`src/rtl/unstick_pkg.sv`:
```
package unstick_pkg;
  typedef enum logic [2:0] {
    ST_LOW,
    ST_HIGH,
    ST_PARK,
    ST_START,
    ST_DONE
  } unstick_st_e;
endpackage

```
`src/rtl/unstick_sync.sv`:
```
module unstick_sync #(
  parameter int W      = 2,
  parameter int STAGES = 2
) (
  input  logic         clk,
  input  logic         rst_n,
  input  logic [W-1:0] d_i,
  output logic [W-1:0] q_o
);
  for (genvar b = 0; b < W; b++) begin : g_bit
    logic [STAGES-1:0] sh_q;
    logic [STAGES-1:0] sh_d;

    always_comb sh_d = {sh_q[STAGES-2:0], d_i[b]};

    always_ff @(posedge clk or negedge rst_n) begin
      if (!rst_n) sh_q <= '0;
      else        sh_q <= sh_d;
    end

    assign q_o[b] = sh_q[STAGES-1];
  end
endmodule

```
`src/rtl/unstick_phase_timer.sv`:
```
module unstick_phase_timer #(
  parameter int DIV_W = 8
) (
  input  logic             clk,
  input  logic             rst_n,
  input  logic             clr_i,
  input  logic             en_i,
  input  logic [DIV_W-1:0] limit_i,
  output logic             at_mid_o,
  output logic             at_end_o
);
  logic [DIV_W-1:0] cnt_q;
  logic [DIV_W-1:0] cnt_d;

  assign at_end_o = en_i && (cnt_q == limit_i);
  assign at_mid_o = en_i && (cnt_q == (limit_i >> 1));

  always_comb begin
    cnt_d = cnt_q;
    if (clr_i)         cnt_d = '0;
    else if (at_end_o) cnt_d = '0;
    else if (en_i)     cnt_d = cnt_q + DIV_W'(1);
  end

  always_ff @(posedge clk or negedge rst_n) begin
    if (!rst_n) cnt_q <= '0;
    else        cnt_q <= cnt_d;
  end


  count_bound_chk: assert property (@(posedge clk) disable iff (!rst_n)
    $stable(limit_i) |-> cnt_q <= limit_i);
endmodule

```
`src/rtl/bus_unstick_seq.sv`:
```
module bus_unstick_seq
  import unstick_pkg::*;
#(
  parameter  int DIV_W      = 8,
  parameter  int MAX_PULSES = 9,
  localparam int CNT_W      = $clog2(MAX_PULSES + 1)
) (
  input  logic             clk,
  input  logic             rst_n,
  input  logic             start_req_i,
  input  logic [DIV_W-1:0] half_div_i,
  input  logic             scl_i,
  input  logic             sda_i,
  output logic             scl_pull_o,
  output logic             sda_pull_o,
  output logic             busy_o,
  output logic             done_o,
  output logic [CNT_W-1:0] pulses_o
);
  unstick_st_e      st_q, st_d;
  logic [CNT_W-1:0] cnt_q, cnt_d;
  logic             req_q, req_d;
  logic [1:0]       line_s;
  logic             scl_s, sda_s;
  logic             ph_en, ph_clr, ph_mid, ph_end;
  logic             last_pulse;

  unstick_sync #(.W(2), .STAGES(2)) u_sync (
    .clk   (clk),
    .rst_n (rst_n),
    .d_i   ({scl_i, sda_i}),
    .q_o   (line_s)
  );
  assign scl_s = line_s[1];
  assign sda_s = line_s[0];

  // timer clock enable: low and START phases always run, high waits for the line
  assign ph_en  = (st_q == ST_LOW) || (st_q == ST_START) ||
                  ((st_q == ST_HIGH) && scl_s);
  assign ph_clr = (st_d != st_q);

  unstick_phase_timer #(.DIV_W(DIV_W)) u_timer (
    .clk      (clk),
    .rst_n    (rst_n),
    .clr_i    (ph_clr),
    .en_i     (ph_en),
    .limit_i  (half_div_i),
    .at_mid_o (ph_mid),
    .at_end_o (ph_end)
  );

  assign last_pulse = (cnt_q == CNT_W'(MAX_PULSES));

  always_comb begin
    st_d  = st_q;
    cnt_d = cnt_q;
    req_d = req_q | start_req_i;
    unique case (st_q)
      ST_LOW: begin
        if (ph_end) begin
          st_d  = ST_HIGH;
          cnt_d = cnt_q + CNT_W'(1);
        end
      end
      ST_HIGH: begin
        if (ph_mid && (sda_s || last_pulse)) st_d = ST_PARK;
        else if (ph_end)                     st_d = ST_LOW;
      end
      ST_PARK: begin
        if (req_q) st_d = ST_START;
      end
      ST_START: begin
        if (ph_end) st_d = ST_DONE;
      end
      default: st_d = ST_DONE;
    endcase
  end

  always_ff @(posedge clk or negedge rst_n) begin
    if (!rst_n) begin
      st_q  <= ST_LOW;
      cnt_q <= '0;
      req_q <= 1'b0;
    end else begin
      st_q  <= st_d;
      cnt_q <= cnt_d;
      req_q <= req_d;
    end
  end

  assign scl_pull_o = (st_q == ST_LOW);
  assign sda_pull_o = (st_q == ST_START) || (st_q == ST_DONE);
  assign busy_o     = (st_q != ST_DONE);
  assign done_o     = (st_q == ST_DONE);
  assign pulses_o   = cnt_q;


  pulse_cap_chk: assert property (@(posedge clk) disable iff (!rst_n)
    cnt_q <= CNT_W'(MAX_PULSES));


  count_on_release_chk: assert property (@(posedge clk) disable iff (!rst_n)
    !$stable(cnt_q) |-> $fell(scl_pull_o));


  park_scl_free_chk: assert property (@(posedge clk) disable iff (!rst_n)
    (st_q == ST_PARK) |=> !scl_pull_o);


  start_scl_high_chk: assert property (@(posedge clk) disable iff (!rst_n)
    $rose(sda_pull_o) |-> !$past(scl_pull_o));


  done_sticky_chk: assert property (@(posedge clk) disable iff (!rst_n)
    done_o |=> done_o && sda_pull_o && !busy_o);
endmodule

```
`config.mk`:
```
export PLATFORM = sky130hd
export DESIGN_NAME = bus_unstick_seq
export DESIGN_NICKNAME = d
export VERILOG_FILES = /design/src/rtl/unstick_pkg.sv /design/src/rtl/unstick_sync.sv /design/src/rtl/unstick_phase_timer.sv /design/src/rtl/bus_unstick_seq.sv
export SDC_FILE = /design/constraint.sdc
export NUM_CORES = 1
export LEC_CHECK = 0
export CAP_MARGIN = 10
export CORE_ASPECT_RATIO = 0.6
export CORE_UTILIZATION = 30
export DETAILED_ROUTE_END_ITERATION = 10
export DONT_BUFFER_PORTS = 1
export GPL_TIMING_DRIVEN = 0
export PLACE_DENSITY_LB_ADDON = 0.05
export RECOVER_POWER = 50
export SLEW_MARGIN = 20
export SYNTH_ARGS = -nofsm -noshare
export SYNTH_HDL_FRONTEND = slang
export SYNTH_HIERARCHICAL = 1
export SYNTH_SLANG_ARGS = --single-unit
```
`constraint.sdc`:
```
create_clock -name clk -period 3.25 [get_ports clk]
set_input_delay 0.1625 -clock clk [delete_from_list [all_inputs] [get_ports clk]]
set_output_delay 0.1625 -clock clk [all_outputs]
set_load 0.01 [all_outputs]
```
==> impl_metrics.sql, run 1 <==
INSERT INTO impl_metrics (metric_group, metric, value, unit) VALUES
('grt', 'vias_in_the_first_global_route', '820', ''),
('yosys', 'share_of_flip_flops_with_an_asynchronous_set_or_reset', '100.0', '%'),
('placed_design', 'place.gp.congestion', '0.7436', ''),
('critical_path', 'worst-r2r-setup-slack', '0.27', 'ns'),
('critical_path', 'worstPathCellList', 'buf_2, nand2b_1, nor2_1, nor3_4, inv_1, or3_1, nor4_2, o21ai_2, a21oi_1, o211a_1, nand4_1, xor2_1, nor3_1', ''),
('sta', 'maxClockFrequency', '335.6', 'MHz'),
('route', 'route.antenna.remaining_nets', '0', ''),
('sta', 'final_min_period_over_clock_period', '91.68', '%'),
('clocking', 'cts.clk_slew.worst_paths', '0.08', 'ns'),
('yosys', 'synthesis.yosys.warnings', '6', ''),
('yosys', 'synthesis.area', '1200', 'um2'),
('pwr', 'power_per_cell_area', '737.4', 'nW/um2'),
('yosys', 'yosysMostFrequentCell', 'dfrtp_1', ''),
('critical_path', 'timing.critical_path.to_type', 'flop', ''),
('final_layout', 'share_of_cells_above_drive_strength_1', '19.53', '%'),
('min_path', 'holdCritStartpoint', 'half_div_i[1]', ''),
('min_path', 'holdPathStages', '4', ''),
('placed_design', 'detailed_place_hpwl', '1.817', 'mm'),
('clocking', 'cts_max_level', '1', ''),
('yosys', 'synth_flop_cell', 'dfrtp_1', ''),
('yosys', 'yosys.area.top_type', 'dfrtp_1', ''),
('final_layout', 'fin_cells', '175', ''),
('yosys', 'synth_sequential_area_ratio', '41.71', '%'),
('min_path', 'hold_path_class', 'input port to flop', ''),
('yosys', 'synthSimpleGateAreaFrac', '22.73', '%'),
('route', 'route.detailed.drc', '0', ''),
('sta', 'setup_ws', '0.2703', 'ns'),
('placed_design', 'place_inst', '165', ''),
('critical_path', 'cp.required', '3.42', 'ns'),
('route', 'drt_pre_antenna_iters', '4', ''),
('placed_design', 'placement.setup.worst_slack', '-0.09905', 'ns'),
('clocking', 'clkSinkCount', '20', ''),
('final_layout', 'area.growth.synth_to_final', '16.68', '%'),
('critical_path', 'r2r-start', 'st_q[0]', ''),
('floorplanning', 'placement_rows', '17', ''),
('clocking', 'clkLatencyLatePin', '0.26', 'ns'),
('grt', 'grt.overflow.total', '0', ''),
('sta', 'clock-skew-final', '0.004351', 'ns'),
('floorplanning', 'die-height', '50.99', 'um'),
('final_layout', 'finish.net_count', '145', ''),
('run_status', 'result_of_the_run', 'completed', ''),
('critical_path', 'cp_slowest_stage_delay', '0.38', 'ns'),
('critical_path', 'critPathArrivalTime', '3.15', 'ns'),
('yosys', 'synthAdderAreaFrac', '3.128', '%'),
('yosys', 'main_combinational_cell_family_by_area_after_synthesis', 'simple AND/OR/NAND/NOR gates', ''),
('clocking', 'max-clock-path-buffers', '2', ''),
('final_layout', 'fin_util', '37.40', '%'),
('route', 'first_drt_iteration_drcs', '63', ''),
('yosys', 'yosys_register_bits', '20', ''),
('yosys', 'syn_avg_cell_area', '10.17', 'um2'),
('yosys', 'fraction_of_the_mapped_netlist_area_in_compound_gates', '7.508', '%'),
('yosys', 'synth_enable_flop_cells', '0', ''),
('critical_path', 'crit_path_max_fanout', '10', ''),
('floorplanning', 'die_x', '83.65', 'um'),
('sta', 'tightestPinTransition', '0.9632', 'ns'),
('yosys', 'synth.mux.area_fraction', '0.9385', '%'),
('flow_run', 'timing.max_cap.violations', '0', ''),
('floorplanning', 'design.die.area', '4265', 'um2'),
('clocking', 'tritoncts_clock_tree', 'yes', ''),
('pwr', 'total_leakage_power', '0.6116', 'nW'),
('floorplanning', 'start_util', '32.05', '%'),
('yosys', 'netlist-cell-type-count', '36', ''),
('floorplanning', 'io_pins', '21', ''),
('grt', 'grt_max_degree', '21', ''),
('clocking', 'cts_root_buffer', 'clkbuf_8', ''),
('yosys', 'synth.net_count', '134', ''),
('floorplanning', 'fp.coreArea', '3744', 'um2'),
('sta', 'setup-violations-final', '0', ''),
('yosys', 'syn-instance-count', '118', ''),
('yosys', 'synth.top_cells.by_area', 'dfrtp_1 42%, xnor2_1 10%, xor2_1 7.3%, nand4_1 4.2%, nor3_1 4.2%', ''),
('sta', 'timing_max_transition_violations_final', '0', '');
report_power, final:
group | switching, W | internal (W) | total, W | leakage, nW
clock network | 0.0000869 | 0.000164 | 0.000251 | 0.0357
registers | 0.0000405 | 0.000293 | 0.000334 | 0.256
logic | 0.000245 | 0.000202 | 0.000447 | 0.320
flip-flops by register name, summed over array words and instances, names as in the netlist:
name and count:
req_q 1, pulses_o 4, st_q 3, u_timer/cnt_q 8
u_sync/g_bit.sh_q 4
stage by stage:
stage | power (W) | setup TNS [ns]
floorplan | 0.0006665 | 0
global placement | 0.0007377 | -0.2944
detailed placement | 0.0007411 | -0.2548
CTS | 0.001012 | 0
global route | 0.001113 | -0.002077
finish | 0.001032 | 0
timing repair:
action,4_1_cts,5_1_grt
setup buffers,0,2
resized for setup,1,2
hold buffers,4,0
endpoints found under the hold margin,23,0
pin swaps,0,1
setup endpoints to repair,5,8
metal layers:
layer  global-route usage [%]  up-vias  share of wire [%]
li1                         -      423                  -
met1                    19.88      404                 58
met2                    17.34       12                 38
met3                    4.847        2                4.1
met4                    1.695        0               0.29
met5                        0        -                  0
cells in the final DEF (no fill, tap or decap), drive strengths merged, types with 2 or more instances in the layout:
master / Yosys / routed
dfrtp: 20 / 20
xnor2: 14 / 14
nor3: 11 / 11
buf: 9 / 11
xor2: 10 / 10
nand4: 8 / 8
nand2: 7 / 7
nor2: 5 / 5
inv: 4 / 4
dlygate4sd3: 0 / 4
clkbuf: 1 / 4
ha: 3 / 3
o21ai: 3 / 3
nand2b: 2 / 2
a21oi: 2 / 2
or3: 2 / 2
worst max-delay path by stage:
stage                     slack, ns  startpoint  cells after the start          endpoint
final                          0.27     st_q[0]                     13  u_timer/cnt_q[5]
after global routing         -0.002     st_q[0]                     13  u_timer/cnt_q[5]
after CTS                      0.12     st_q[0]                     13  u_timer/cnt_q[5]
after detailed placement       -0.1     st_q[0]                     13  u_timer/cnt_q[5]
after global placement        -0.08     st_q[0]                     13  u_timer/cnt_q[5]
after floorplan                0.55     st_q[1]                     12  u_timer/cnt_q[5]
area by class of cell:
class	count	area, um2	area share (%)
Multi-Input combinational cell	84	636.9	45.49
Sequential cell	20	500.5	35.75
Buffer	10	62.56	4.468
Tap cell	47	58.81	4.200
Timing Repair Buffer	6	55.05	3.932
Clock buffer	3	41.29	2.949
Clock inverter	1	30.03	2.145
Inverter	4	15.01	1.072
cells by family after synthesis:
kind of cell / after synthesis
compound gates: 12
mux: 1
flops: 20
xor+xnor: 24
fa+ha+maj: 3
simple gates: 44
buf+inv: 14
worst max-delay path: cells and delay by family (launching register included):
family,cells,cell delay [ns]
AO/OA/AOI/OAI,3,0.57
XOR/XNOR,1,0.17
AND/OR/NAND/NOR,7,1.48
buffers and inverters,2,0.32
flip-flops,1,0.36
Note: power is estimated with default switching activity, not from simulation.
==> inputs of run 2 (changes only) <==
ABC_AREA = 1   (was not set)
==> impl_metrics.sql, run 2 <==
INSERT INTO impl_metrics (metric_group, metric, value, unit) VALUES
('final_layout', 'largest_register_ff_count', '8', ''),
('final_layout', 'share_of_cells_above_drive_strength_1', '21.47', '%'),
('critical_path', 'cp.required', '3.39', 'ns'),
('clocking', 'clkSinkCount', '20', ''),
('pwr', 'total_leakage_power', '0.6893', 'nW'),
('clocking', 'cts.repair.resized', '0', ''),
('pwr', 'seq_power_share', '54.4', '%'),
('sta', 'clock-skew-final', '0.007180', 'ns'),
('flow_run', 'timing.max_cap.violations', '0', ''),
('yosys', 'synth.top_cells.by_area', 'dfrtp_1 39%, nand2_1 9.4%, xnor2_1 6.8%, xor2_1 6.2%, nor2_1 5.0%', ''),
('route', 'route.detailed.drc', '0', ''),
('final_layout', 'finish.net_count', '180', ''),
('sta', 'finalCriticalPeriod', '2.766', 'ns'),
('clocking', 'clock_buffer_count_from_cts', '3', ''),
('critical_path', 'r2r-start', 'st_q[2]', ''),
('critical_path', 'worst_setup_path_start_kind', 'flop', ''),
('route', 'routed_wl', '2.475', 'mm'),
('critical_path', 'crit_path_max_fanout', '5', ''),
('yosys', 'syn-instance-count', '154', ''),
('yosys', 'share_of_flip_flops_with_an_asynchronous_set_or_reset', '100.0', '%'),
('yosys', 'synth.mux.area_fraction', '0', '%'),
('yosys', 'synthesis.yosys.warnings', '6', ''),
('sta', 'timing_max_transition_violations_final', '0', ''),
('floorplanning', 'io_pins', '21', ''),
('grt', 'gr-usage-all-layers', '12.42', '%'),
('route', 'first_drt_iteration_drcs', '35', ''),
('placed_design', 'detailed_place_hpwl', '1.938', 'mm'),
('yosys', 'post_synth_top_area_share', '39.14', '%'),
('clocking', 'max-clock-path-buffers', '2', ''),
('sta', 'tightestPinTransition', '1.135', 'ns'),
('critical_path', 'critPathArrivalTime', '2.91', 'ns'),
('final_layout', 'fin_cells', '220', ''),
('clocking', 'cts.clk_slew.worst_paths', '0.08', 'ns'),
('yosys', 'synthXorXnorAreaFrac', '13.01', '%'),
('sta', 'setup-violations-final', '0', ''),
('sta', 'maxClockFrequency', '361.5', 'MHz'),
('yosys', 'netlist-cell-type-count', '26', ''),
('floorplanning', 'die_x', '86.29', 'um'),
('pwr', 'comb_power_share', '4.8', '%'),
('sta', 'final.setup.tns', '0', 'ns'),
('pwr', 'power_per_cell_area', '319.3', 'nW/um2'),
('clocking', 'cts-hold-fix-buffers', '4', ''),
('grt', 'grt_antenna_before_repair', '0', ''),
('grt', 'grt_first_pass_wirelength', '4.126', 'mm'),
('sta', 'hold-worst-slack', '0.3070', 'ns'),
('clocking', 'cts_root_buffer', 'clkbuf_8', ''),
('critical_path', 'worst_r2r_endpoint', 'u_timer/cnt_q[7]', ''),
('route', 'route.antenna.remaining_nets', '0', ''),
('route', 'avgRoutedWirePerCell', '11.25', 'um'),
('yosys', 'cell_types_with_the_highest_counts_after_synthesis', '32 x nand2_1, 20 x dfrtp_1, 17 x nor2_1', ''),
('yosys', 'synthAdderAreaFrac', '2.935', '%'),
('yosys', 'synth.net_count', '170', ''),
('sta', 'slew_headroom', '24.35', '%'),
('placed_design', 'place.gp.congestion', '0.7782', ''),
('yosys', 'synthSimpleGateAreaFrac', '31.12', '%'),
('min_path', 'hold_path_class', 'input port to flop', ''),
('critical_path', 'worst-r2r-setup-slack', '0.48', 'ns'),
('yosys', 'synth_enable_flop_cells', '0', ''),
('sta', 'rsz0062_at_grt', 'false', ''),
('min_path', 'min_delay_worst_endpoint', 'st_q[1]', ''),
('clocking', 'postCtsSetupBuffers', '0', ''),
('min_path', 'holdCritStartpoint', 'half_div_i[4]', ''),
('grt', 'grt.overflow.total', '0', ''),
('sta', 'final-hold-violation-count', '0', ''),
('yosys', 'synthesis.area', '1279', 'um2'),
('final_layout', 'fin_util', '37.43', '%'),
('final_layout', 'mostFrequentLayoutCells', '32 x nand2_1, 20 x dfrtp_1, 17 x nor2_1', ''),
('clocking', 'clkLatencyLatePin', '0.26', 'ns'),
('pwr', 'net_switching_power', '0.00009281', 'W'),
('placed_design', 'place_inst', '211', ''),
('pwr', 'power.ir.vdd_worst', '0.1578', 'mV'),
('floorplanning', 'design.die.area', '4536', 'um2'),
('yosys', 'synth_flop_cell', 'dfrtp_1', ''),
('yosys', 'syn_avg_cell_area', '8.303', 'um2'),
('yosys', 'yosys_register_bits', '20', ''),
('route', 'drt_pre_antenna_iters', '4', ''),
('floorplanning', 'die-height', '52.57', 'um'),
('final_layout', 'fill_cells', '403', ''),
('final_layout', 'area.growth.synth_to_final', '13.31', '%'),
('floorplanning', 'fp.coreArea', '3871', 'um2'),
('pwr', 'p_sw_share', '20.06', '%'),
('yosys', 'main_combinational_cell_family_by_area_after_synthesis', 'simple AND/OR/NAND/NOR gates', ''),
('final_layout', 'layout_commonest_cell', 'nand2_1', ''),
('placed_design', 'port_buffers', '0', ''),
('critical_path', 'timing.reg2reg.worst_path_depth', '22', ''),
('final_layout', 'diode_count', '0', ''),
('critical_path', 'timing.critical_path.to_type', 'flop', ''),
('pwr', 'power.internal', '0.0003698', 'W'),
('route', 'per_cell_via_count_in_the_routed_design', '4.191', ''),
('grt', 'grt_max_degree', '21', ''),
('sta', 'final_min_period_over_clock_period', '85.11', '%'),
('clocking', 'tritoncts_clock_tree', 'yes', ''),
('min_path', 'holdPathStages', '5', ''),
('yosys', 'synth_sequential_area_ratio', '39.14', '%'),
('final_layout', 'top_register', 'u_timer/cnt_q', ''),
('yosys', 'yosys.area.top_type', 'dfrtp_1', ''),
('clocking', 'cts_max_level', '1', ''),
('route', 'detailroute.via_count', '922', ''),
('floorplanning', 'start_util', '33.03', '%'),
('critical_path', 'path_class', 'flop to flop', ''),
('run_status', 'result_of_the_run', 'completed', ''),
('yosys', 'fraction_of_the_mapped_netlist_area_in_compound_gates', '4.795', '%'),
('floorplanning', 'placement_rows', '17', ''),
('yosys', 'yosysMostFrequentCell', 'nand2_1', ''),
('pwr', 'pwr-share-clk', '40.8', '%'),
('grt', 'vias_in_the_first_global_route', '827', '');
==> run 2: cell types whose count changed after synthesis, sizes merged, moves of 2 or more <==
cell    previous run  this run
inv                4        22
nor3              11         0
or3                2         0
o21ai              3         5
nand3              0        13
buf                9         4
nor2               5        22
nand2              7        36
a21oi              2         0
nand4              8         3
xnor2             14        10
nand2b             2         0
==> run 2: area by class of cell <==
class                      count  area (um2)  area share [%]
buffer                         5       32.53           2.245
inverter                      22       82.58           5.699
sequential                    20       500.5           34.54
multi-input combinational    107       663.1           45.77
timing repair buffer           5       43.79           3.022
tap                           57       71.32           4.922
clock buffer                   4       55.05           3.800
==> run 2: power by group through the flow <==
stage | sequential (W) | combinational, W | clock [W]
global route | 0.000252 | 0.0000251 | 0.000214
CTS | 0.000252 | 0.0000223 | 0.000200
floorplan | 0.000257 | 0.0000116 | 0
detailed placement | 0.000257 | 0.0000133 | 0
global placement | 0.000257 | 0.0000134 | 0
finish | 0.000252 | 0.0000221 | 0.000189
==> run 2: metrics by stage <==
step | instance area, um2 | worst slack (ns) | total power [W]
after global placement | 1350 | 0.4902 | 0.0002701
final | 1449 | 0.4839 | 0.0004626
after floorplan | 1279 | 0.8852 | 0.0002682
after detailed placement | 1350 | 0.4992 | 0.0002701
after CTS | 1445 | 0.4786 | 0.0004744
after global routing | 1449 | 0.04451 | 0.0004907
==> run 2: worst max-delay path by stage <==
stage,slack [ns],startpoint,to
after floorplan,0.89,st_q[2],u_timer/cnt_q[7]
after global placement,0.49,st_q[2],u_timer/cnt_q[7]
after detailed placement,0.50,st_q[2],u_timer/cnt_q[7]
after CTS,0.48,st_q[2],u_timer/cnt_q[7]
after global routing,0.04,st_q[1],u_timer/cnt_q[7]
final,0.48,st_q[2],u_timer/cnt_q[7]
==> run 2: routing by layer <==
metal	part of all wire [%]	global-route usage, %
met4	0.28	1.667
met3	4.1	4.252
met1	59	19.27
met2	37	16.27
met5	0	0
==> run 2: cells by family (layout without fill, tap and decap cells) <==
group | Yosys count | in the layout
compound gates | 9 | 9
xor+xnor | 19 | 19
flops | 20 | 20
buf+inv | 27 | 36
fa+ha+maj | 3 | 3
simple gates | 76 | 76
==> run 2: critical path: stages (launching register included) <==
cell and delay, ns:
dfrtp_1 0.48, nor2_4 0.19, o21ai_0 0.11, nand2_1 0.15, inv_2 0.06, nor2_1 0.07
o21ai_0 0.08, nor2_1 0.10, nand3_1 0.08, nor2_1 0.24, nand2_1 0.09, nand2_1 0.09
nand3_2 0.07, nand3_2 0.06, inv_1 0.08, nand2_2 0.13, inv_2 0.07, nor2_4 0.12
nand3_2 0.12, nor2_1 0.11, nand2_1 0.06, nand2_1 0.06, nor2_1 0.04
